**src/rtl/memmap_pkg.sv**
```systemverilog
// Shared definitions for the memory-map decoder: widths, window codes,
// select bit positions and configuration bit positions.
// Assumes a 24-bit byte address and 8-bit configuration registers.
package memmap_pkg;
    localparam int ADDR_W  = 24;
    localparam int DATA_W  = 8;
    localparam int NSEL    = 11;
    localparam int FLASH_W = 19;

    typedef enum logic [3:0] {
        WIN_LOW, WIN_BASE, WIN_ROMLO, WIN_VID, WIN_PERI, WIN_CLKP,
        WIN_ROMHI, WIN_MAIN, WIN_XRAM, WIN_XSPC, WIN_FLASH, WIN_XROM,
        WIN_HOLE
    } win_e;

    localparam int S_CPU_RAM = 0;
    localparam int S_CPU_ROM = 1;
    localparam int S_SRAM    = 2;
    localparam int S_FLASH   = 3;
    localparam int S_CART    = 4;
    localparam int S_XRAM    = 5;
    localparam int S_XSPC    = 6;
    localparam int S_XROM    = 7;
    localparam int S_VID     = 8;
    localparam int S_PERI    = 9;
    localparam int S_CLKP    = 10;

    localparam int CB_BASE_BLK = 3;
    localparam int CB_ROM_EN   = 4;
    localparam int CB_RAM_EN   = 5;
    localparam int CB_XSPC_EN  = 6;
    localparam int CB_HIROM_EN = 7;
    localparam int BB_ROM_OVR  = 7;
    localparam int SB_LOW_SRAM = 2;

    // Only the configuration bits that steer routing.
    typedef struct packed {
        logic base_blk;
        logic rom_en;
        logic ram_en;
        logic xspc_en;
        logic hirom_en;
        logic rom_ovr;
        logic low_sram;
    } ctl_t;
endpackage

```
**src/rtl/memmap_cfg_regs.sv**
```systemverilog
// Configuration register file: three bytes at fixed bus addresses.
// Writes land on the clock edge of a qualified write; reads are combinational.
// Assumes the bus holds address and data stable around the edge.
module memmap_cfg_regs
    import memmap_pkg::*;
#(
    parameter logic [ADDR_W-1:0] CSC_ADDR = 24'h00DF27,
    parameter logic [ADDR_W-1:0] BUS_ADDR = 24'h00DF40,
    parameter logic [ADDR_W-1:0] SPD_ADDR = 24'h00DF41
) (
    input  logic              clk,
    input  logic              rst_n,
    input  logic [ADDR_W-1:0] addr,
    input  logic              en,
    input  logic              wr,
    input  logic [DATA_W-1:0] wdata,
    output logic [DATA_W-1:0] rdata,
    output ctl_t              ctl
);
    logic [DATA_W-1:0] csc_q, bus_q, spd_q;
    logic hit_csc, hit_bus, hit_spd;

    assign hit_csc = (addr == CSC_ADDR);
    assign hit_bus = (addr == BUS_ADDR);
    assign hit_spd = (addr == SPD_ADDR);

    // Load the addressed register on a qualified write; clear on reset.
    always_ff @(posedge clk) begin
        if (!rst_n) begin
            csc_q <= '0;
            bus_q <= '0;
            spd_q <= '0;
        end else if (en && wr) begin
            if (hit_csc) csc_q <= wdata;
            if (hit_bus) bus_q <= wdata;
            if (hit_spd) spd_q <= wdata;
        end
    end

    // Return the addressed register on a read, zero otherwise.
    always_comb begin
        rdata = '0;
        if (en && !wr) begin
            if (hit_csc) rdata = csc_q;
            else if (hit_bus) rdata = bus_q;
            else if (hit_spd) rdata = spd_q;
        end
    end

    // Expose the routing bits.
    assign ctl = '{base_blk: csc_q[CB_BASE_BLK], rom_en: csc_q[CB_ROM_EN],
                   ram_en: csc_q[CB_RAM_EN], xspc_en: csc_q[CB_XSPC_EN],
                   hirom_en: csc_q[CB_HIROM_EN], rom_ovr: bus_q[BB_ROM_OVR],
                   low_sram: spd_q[SB_LOW_SRAM]};

    p_cfg_load_r2: assert property (@(posedge clk) disable iff (!rst_n)
        (en && wr && hit_csc) |=> (csc_q == $past(wdata)))
        else $error("control register did not load");
    p_cfg_hold_r2: assert property (@(posedge clk) disable iff (!rst_n)
        !(en && wr) |=> ($stable(csc_q) && $stable(bus_q) && $stable(spd_q)))
        else $error("register changed without a write");
endmodule

```
**src/rtl/memmap_window.sv**
```systemverilog
// Window classifier: maps an address to one of the fixed windows.
// Purely combinational; windows are checked in ascending address order.
module memmap_window
    import memmap_pkg::*;
(
    input  logic [ADDR_W-1:0] addr,
    output win_e              win
);
    // Classify by upper bound of each ascending window.
    always_comb begin
        if      (addr <= 24'h0001FF) win = WIN_LOW;
        else if (addr <= 24'h007FFF) win = WIN_BASE;
        else if (addr <= 24'h00DEFF) win = WIN_ROMLO;
        else if (addr <= 24'h00DF1F) win = WIN_VID;
        else if (addr <= 24'h00DFBF) win = WIN_PERI;
        else if (addr <= 24'h00DFFF) win = WIN_CLKP;
        else if (addr <= 24'h00FFFF) win = WIN_ROMHI;
        else if (addr <= 24'h19FFFF) win = WIN_MAIN;
        else if (addr <= 24'h1FFFFF) win = WIN_HOLE;
        else if (addr <= 24'h3FFFFF) win = WIN_XRAM;
        else if (addr <= 24'hBFFFFF) win = WIN_XSPC;
        else if (addr <= 24'hC7FFFF) win = WIN_FLASH;
        else                         win = WIN_XROM;
    end
endmodule

```
**src/rtl/memmap_route.sv**
```systemverilog
// Router: turns a window code, the routing bits, the cartridge pin and the
// access direction into a one-hot select or a "none" flag.
// Assumes the window code is valid; unknown codes route to none.
module memmap_route
    import memmap_pkg::*;
(
    input  win_e            win,
    input  logic            is_wr,
    input  logic            cart_n,
    input  ctl_t            ctl,
    output logic [NSEL-1:0] sel,
    output logic            none
);
    logic split_wr;
    assign split_wr = is_wr && ctl.rom_en && ctl.ram_en;

    // Pick the single target of the current window.
    always_comb begin
        sel = '0;
        unique case (win)
            WIN_LOW:   sel[ctl.low_sram ? S_SRAM : S_CPU_RAM] = 1'b1;
            WIN_BASE:  if (ctl.ram_en && !ctl.base_blk) sel[S_SRAM] = 1'b1;
            WIN_ROMLO: if (ctl.rom_en) begin
                           if (split_wr)    sel[S_SRAM]  = 1'b1;
                           else if (cart_n) sel[S_FLASH] = 1'b1;
                           else             sel[S_CART]  = 1'b1;
                       end
            WIN_VID:   sel[S_VID]  = 1'b1;
            WIN_PERI:  sel[S_PERI] = 1'b1;
            WIN_CLKP:  sel[S_CLKP] = 1'b1;
            WIN_ROMHI: if (!ctl.rom_ovr)  sel[S_CPU_ROM] = 1'b1;
                       else if (ctl.rom_en) sel[split_wr ? S_SRAM : S_FLASH] = 1'b1;
                       else if (ctl.ram_en) sel[S_SRAM] = 1'b1;
            WIN_MAIN:  if (ctl.ram_en)   sel[S_SRAM]  = 1'b1;
            WIN_XRAM:  if (ctl.ram_en)   sel[S_XRAM]  = 1'b1;
            WIN_XSPC:  if (ctl.xspc_en)  sel[S_XSPC]  = 1'b1;
            WIN_FLASH: if (ctl.hirom_en) sel[S_FLASH] = 1'b1;
            WIN_XROM:  if (ctl.hirom_en) sel[S_XROM]  = 1'b1;
            default:   sel = '0;
        endcase
    end

    // Flag unclaimed addresses.
    assign none = ~|sel;
endmodule

```
**src/rtl/memmap_decoder.sv**
```systemverilog
// Top of the memory-map decoder: register file, window classifier, router
// and flash offset. Decode is combinational; only registers are clocked.
// Assumes a synchronous active-low reset.
module memmap_decoder
    import memmap_pkg::*;
(
    input  logic               clk,
    input  logic               rst_n,
    input  logic [ADDR_W-1:0]  bus_addr,
    input  logic               bus_en,
    input  logic               bus_wr,
    input  logic [DATA_W-1:0]  bus_wdata,
    output logic [DATA_W-1:0]  bus_rdata,
    input  logic               cart_n,
    output logic [NSEL-1:0]    dev_sel,
    output logic               dev_none,
    output logic [FLASH_W-1:0] flash_off
);
    ctl_t ctl;
    win_e win;

    memmap_cfg_regs u_regs (
        .clk(clk), .rst_n(rst_n), .addr(bus_addr), .en(bus_en),
        .wr(bus_wr), .wdata(bus_wdata), .rdata(bus_rdata), .ctl(ctl));

    memmap_window u_win (.addr(bus_addr), .win(win));

    memmap_route u_route (
        .win(win), .is_wr(bus_wr), .cart_n(cart_n), .ctl(ctl),
        .sel(dev_sel), .none(dev_none));

    // Pass the low address bits to flash only while it is selected.
    assign flash_off = dev_sel[S_FLASH] ? bus_addr[FLASH_W-1:0] : '0;

    p_one_target_r3: assert property (@(posedge clk) disable iff (!rst_n)
        $countones({dev_none, dev_sel}) == 1)
        else $error("not exactly one target");
    p_io_fixed_r11: assert property (@(posedge clk) disable iff (!rst_n)
        (bus_addr >= 24'h00DF00 && bus_addr <= 24'h00DFFF) |->
        ($countones(dev_sel[S_CLKP:S_VID]) == 1))
        else $error("I/O window not selected");
    p_hole_none_r9: assert property (@(posedge clk) disable iff (!rst_n)
        (bus_addr >= 24'h1A0000 && bus_addr <= 24'h1FFFFF) |-> dev_none)
        else $error("hole claimed");
    p_split_wr_r8: assert property (@(posedge clk) disable iff (!rst_n)
        (bus_wr && ctl.rom_en && ctl.ram_en &&
         bus_addr >= 24'h008000 && bus_addr <= 24'h00DEFF) |-> dev_sel[S_SRAM])
        else $error("split write not routed to SRAM");
endmodule

```
**config.mk**
```make
export PLATFORM = sky130hd
export DESIGN_NAME = memmap_decoder
export DESIGN_NICKNAME = d
export VERILOG_FILES = /design/src/rtl/memmap_pkg.sv /design/src/rtl/memmap_cfg_regs.sv /design/src/rtl/memmap_window.sv /design/src/rtl/memmap_route.sv /design/src/rtl/memmap_decoder.sv
export SDC_FILE = /design/constraint.sdc
export NUM_CORES = 1
export LEC_CHECK = 0
export BUFFER_PORTS_ARGS = -buffer_cell sky130_fd_sc_hd__buf_2
export CORE_MARGIN = 8
export CORE_UTILIZATION = 53
export DETAILED_ROUTE_END_ITERATION = 8
export GPL_TIMING_DRIVEN = 1
export PLACE_DENSITY = 0.86
export SYNTH_ARGS = -nofsm -noshare
export SYNTH_HDL_FRONTEND = slang
export SYNTH_HIERARCHICAL = 1
export SYNTH_SLANG_ARGS = --single-unit
```
**constraint.sdc**
```tcl
create_clock -name clk -period 7.85 [get_ports clk]
set_input_delay 1.1775 -clock clk [delete_from_list [all_inputs] [get_ports clk]]
set_output_delay 1.1775 -clock clk [all_outputs]
set_load 0.05 [all_outputs]
```
Word-level counts from Yosys, hierarchy flattened
Cells that the tools add are included.

$add $sub $neg: 0. Multipliers: 0. Divide/modulo/power cells: 0. $lt $le $gt $ge: 16. Equal/unequal tests: 14. Shift operators: 0. Mux-type cells: 48. Bitwise gates (word level): 0. Reduce and logical (&&, ||, !) cells: 15.

Operator list (count): $le A24 B16 Y1 const B (5); $eq A24 B16 Y1 const B (3); $ge A32 B1 Y1 const B (2); $lt A32 B6 Y1 const B (2); $le A24 B21 Y1 const B (2); $le A24 B24 Y1 const B (2); $mux W4 (11); $mux W8 (5); $le A24 B15 Y1 const B (1); $le A24 B22 Y1 const B (1); $le A24 B9 Y1 const B (1); $pmux W1 S3 (7); $mux W19 (1); $eq A4 B3 Y1 const B (4); $eq A4 B4 Y1 const B (4); $mux W1 (14); $reduce_or A11 Y1 (1); $mux W9 (1); $demux W1 S4 (2); $eq A4 B2 Y1 const B (2); $logic_and A1 B1 Y1 (7); $mux W2 (3); $reduce_and A2 Y1 (3); $pmux W1 S5 (1); other kinds (6) (8).

Register bits: 24. Latch bits: 0. Bits in writable memories: 0. Memory bits (read-only): 0. Input port bits: 37. Word-level logic and storage cells: 96. Memories: 0.

Depth between registers and ports, before layout
Depth in word-level cells: 17. Depth in mapped cells: 10.

By module
Netlist, hierarchy kept.

Modules (own cells, without submodules): memmap_cfg_regs (times used 1, cells each 139, area each 1317.5 um^2, seq. area each 480.5 um^2); memmap_route (times used 1, cells each 44, area each 291.5 um^2, seq. area each 0.0 um^2); memmap_window (times used 1, cells each 28, area each 178.9 um^2, seq. area each 0.0 um^2); memmap_decoder (times used 1, cells each 20, area each 148.9 um^2, seq. area each 0.0 um^2).

Worst setup path after synthesis
OpenSTA, ideal clock, no wires.

Path type: input -> output. Start point: in bus_addr[23]. End point: out flash_off[13]. Data arrival time: 4.256 ns. Required time: 6.673 ns. Setup slack: 2.416 ns. Stages on the path: 9. Path buffers: 1. Path through: or3_4 > nor3_4 > o41ai_1 > a22o_1 > nor4bb_1 > nand2_1 > o22ai_1 > buf_6 > and2_1.

Cells in the longest elaborated chain, start to end: 16. Elaborated cells on any way between the ends: 30. Those cells by class: order compare: 12; eq/ne: 3; mux: 14; reduce/logical: 1.

Ends and longest elaborated chain: start: declaration (line memmap_decoder.sv:9) `input logic [ADDR_W-1:0] bus_addr,`; $le A24 B24 Y1 (line memmap_window.sv:22) `else if (addr <= 24'hC7FFFF) win = WIN_FLASH;`; $mux W1 (line memmap_window.sv:22); $mux W4 (line memmap_window.sv:21) `else if (addr <= 24'hBFFFFF) win = WIN_XSPC;`; $mux W4 (line memmap_window.sv:20) `else if (addr <= 24'h3FFFFF) win = WIN_XRAM;`; $mux W4 (line memmap_window.sv:19) `else if (addr <= 24'h1FFFFF) win = WIN_HOLE;`; $mux W4 (line memmap_window.sv:18) `else if (addr <= 24'h19FFFF) win = WIN_MAIN;`; $mux W4 (line memmap_window.sv:17) `else if (addr <= 24'h00FFFF) win = WIN_ROMHI;`; $mux W4 (line memmap_window.sv:16) `else if (addr <= 24'h00DFFF) win = WIN_CLKP;`; (+2 left out); $mux W4 (line memmap_window.sv:13) `else if (addr <= 24'h00DEFF) win = WIN_ROMLO;`; $mux W4 (line memmap_window.sv:12) `else if (addr <= 24'h007FFF) win = WIN_BASE;`; $mux W4 (*) (line memmap_window.sv:11) `if (addr <= 24'h0001FF) win = WIN_LOW;`; net win[0] (line memmap_decoder.sv:20) `win_e win;`; $eq A4 B4 Y1, or another cell as far along (line memmap_route.sv:20) `unique case (win)`; $pmux W1 S4 (*) (line memmap_route.sv:20); net dev_sel[3] (line memmap_decoder.sv:15) `output logic [NSEL-1:0] dev_sel,`; $mux W19 (*) (line memmap_decoder.sv:33) `assign flash_off = dev_sel[S_FLASH] ? bus_addr[FLASH_W-1:0] : '0;`; end: declaration (line memmap_decoder.sv:17) `output logic [FLASH_W-1:0] flash_off`.

The timed path passes the listed nets; every way through them passes the cells marked *.

Final worst setup path
Start point: in bus_addr[23]. End point: out flash_off[0].

Elaborated cells on any way between the ends: 30. Those cells by class: order compare: 12; eq/ne: 3; mux: 14; reduce/logical: 1.

RTL lines: $le A24 B22 Y1 (line memmap_window.sv:20); $mux W4 (line memmap_window.sv:20); $mux W4 (line memmap_window.sv:19); $mux W4 (line memmap_window.sv:18); $mux W4 (line memmap_window.sv:17); $mux W4 (line memmap_window.sv:16); $mux W4 (line memmap_window.sv:15) `else if (addr <= 24'h00DFBF) win = WIN_PERI;`; $mux W4 (line memmap_window.sv:14) `else if (addr <= 24'h00DF1F) win = WIN_VID;`; $mux W4 (line memmap_window.sv:13); $mux W4 (line memmap_window.sv:12); $mux W4 (*) (line memmap_window.sv:11); net win[3] (line memmap_decoder.sv:20); $eq A4 B4 Y1, or another cell as far along (line memmap_route.sv:20); $pmux W1 S4 (*) (line memmap_route.sv:20); $mux W19 (*) (line memmap_decoder.sv:33).

Marked as above.

==> impl_metrics.json <==
{
  "relSlewSlack_pct": 23.34,
  "grt_pass1_vias": 1820,
  "grt_pass1_wl_um": 8362,
  "synth_ff_type": "dfxtp_1",
  "fmax_mhz": 178.7,
  "layout_common_cells": "75 x buf_2, 41 x nand2_1, 26 x mux2i_1",
  "cts-root-buf": "clkbuf_4",
  "yosysUniqueCellTypes": 52,
  "slew_violations": 0,
  "combPwrFrac_pct": 17.4,
  "drtIter0Drc": 115,
  "drc_errors": 0,
  "p_seq_share_pct": 53.8,
  "internal-power_mw": 0.1654,
  "ctsResizeCount": 0,
  "cts_sinks": 24,
  "pwr-share-clk_pct": 28.8,
  "hpwl_um": 3938,
  "syn_avg_cell_area_um2": 8.385,
  "cts_buffer_depth": 2,
  "gr-total-overflow": 0,
  "synth_area_leaders": "dfxtp_1 25%, mux2i_1 13%, nand2_1 7.9%",
  "status": "completed",
  "clkTransAtPathRegs_ps": 120,
  "cp_slowest_cell": "o22ai_1",
  "gr-usage-all-layers_pct": 16.62,
  "h-tree-depth": 1,
  "hold_viol_final": 0,
  "place_ws_ps": 2294,
  "finalSetupTns_ps": 0,
  "wirelength_um": 5098,
  "area_delta_synth_final_pct": 17.89,
  "synth_edf_count": 0,
  "max_slew.worst_pin.slew_ps": 1150,
  "clkLatencyLatePin_ps": 320,
  "start_util_pct": 54.13,
  "gp_congestion": 0.8449,
  "cp-end-kind": "output port",
  "core_area_um2": 3578,
  "fin_area_um2": 2283,
  "period_needed_ps": 5595,
  "critical_path_class": "input pin to output port",
  "vdd.ir_drop.worst_mv": 0.1207,
  "ios": 76,
  "drive_gt1_share_pct": 40.75,
  "ys_async_sr_fraction_pct": 0,
  "finalSetupViolations": 0,
  "antenna_found_initial": 0,
  "ys_seq_elements": 24,
  "seq_area_frac_synth_pct": 24.81,
  "power.density_nw_per_um2": 99.06,
  "drt-pass1-iter-count": 4,
  "cts_made_buffers": 3,
  "path_cells": "buf_2 > or3_4 > nand2b_1 > a22oi_1 > a31o_2 > nor4bb_1 > nand2_1 > o22ai_1 > and2_2 > buf_2",
  "required_ps": 6670,
  "final_common_cell": "buf_2",
  "syn-num-nets": 268,
  "period_share_pct": 71.28,
  "post-cts-setup-buffers": 0,
  "crit_top_cell": "buf_2",
  "arrival_ps": 4420,
  "via_per_inst": 5.574,
  "synth_warnings": 6,
  "grt_setup_unrepaired": "false",
  "total_leakage_power_nw": 1.019,
  "yosysTopAreaCellShare_pct": 24.81,
  "worst_slack_ps": 2255,
  "drtAntennaViolNets": 0,
  "cts_tree": "yes",
  "swShare_pct": 26.88,
  "n_antenna_cell": 0,
  "place_area_um2": 2247,
  "cap_violations": 0,
  "grt_max_degree": 33,
  "dieArea_um2": 5845,
  "fill_cells": 303,
  "hold_path.class": "flop to flop",
  "switchingPower_mw": 0.06080,
  "slowest_delay_ps": 870,
  "io_buffers": 75,
  "synth_top_cell_by_area": "dfxtp_1",
  "skew_ps": 0,
  "row_count": 22,
  "synthCells": 231,
  "worst_setup_path_start_kind": "input pin",
  "wl_per_cell_um": 14.99,
  "crit_fanout": 21,
  "finalPower_mw": 0.2262,
  "holdBufCountCts": 0,
  "die_x_um": 76.45,
  "netlist_area_um2": 1937,
  "die_h_um": 76.45,
  "finalNetCount": 330,
  "vias": 1895
}
## power by group through the flow
stage / logic, mW / registers (mW) / clock network, mW
3_5_place_dp: 0.0388 / 0.124 / 0
6_report: 0.0393 / 0.122 / 0.0652
3_3_place_gp: 0.0383 / 0.124 / 0
2_1_floorplan: 0.0228 / 0.124 / 0
5_1_grt: 0.0429 / 0.122 / 0.0708
4_1_cts: 0.0389 / 0.122 / 0.0675
## registers in the layout, indices dropped and copies added, names as in the netlist
name	cells
u_regs/csc_q	8
u_regs/bus_q	8
u_regs/spd_q	8
## per-stage QoR
| stage | util, % | hold slack, ps | instances |
|---|---|---|---|
| 5_1_grt | 63.81 | 484.4 | 340 |
| 4_1_cts | 63.81 | 467.8 | 340 |
| 3_3_place_gp | 62.80 | 439.5 | 336 |
| 6_report | 63.81 | 465.7 | 340 |
| 3_5_place_dp | 62.80 | 446.0 | 336 |
| 2_1_floorplan | - | 431.3 | 231 |
## cell type report
class / count / area [um2] / area share [%]
multi-input cells: 187 / 1324 / 57.97
flip-flops and latches: 24 / 480.5 / 21.04
repair buffers: 75 / 375.4 / 16.44
well taps: 48 / 60.06 / 2.630
clock buffers: 4 / 36.28 / 1.589
inverters: 2 / 7.507 / 0.3288
## layer usage
layer	track usage [%]	routed length (um)	vias to the layer above
met5	0	0	-
met4	5.192	44	0
met3	3.302	321	4
met2	30.08	2561	55
met1	18.92	2171	887
li1	-	-	949
## kinds of logic after synthesis
kind of cell | Yosys count | synth area share, %
simple gates | 129 | 41.15
mux | 34 | 18.09
compound gates | 24 | 9.109
flops | 24 | 24.81
buf+inv | 20 | 6.848
## synthesized netlist by cell type (all sizes together), types with 2 or more instances
master	n
inv	2
nand2	41
clkbuf	4
nor2b	3
mux2	8
and3	2
o22ai	2
a21oi	4
nand4	4
nor4b	2
nand3	5
buf	14
nand3b	2
nor4	4
and2	19
or2b	2
nor3	11
mux2i	26
a22oi	9
and4bb	2
nor3b	2
nor2	17
or3	5
and4b	3
dfxtp	24
## worst max-delay path: cells and delay by family
| kind | cells | cell delay, ps |
|---|---|---|
| and+or+nand+nor | 5 | 1480 |
| AOI/OAI and AO/OA | 3 | 1350 |
| buffers and inverters | 2 | 380 |
## worst paths after layout
kind | startpoint | to | slack, ps | depth (start not counted)
worst max-delay path | bus_addr[23] | flash_off[0] | 2250 | 10
worst min-delay path | u_regs/spd_q[3] | u_regs/spd_q[3] | 470 | 2
worst max register to register | u_regs/csc_q[5] | u_regs/csc_q[5] | 7040 | 2
worst min register to register | u_regs/spd_q[3] | u_regs/spd_q[3] | 470 | 2
Note: power is estimated with default switching activity, not from simulation.
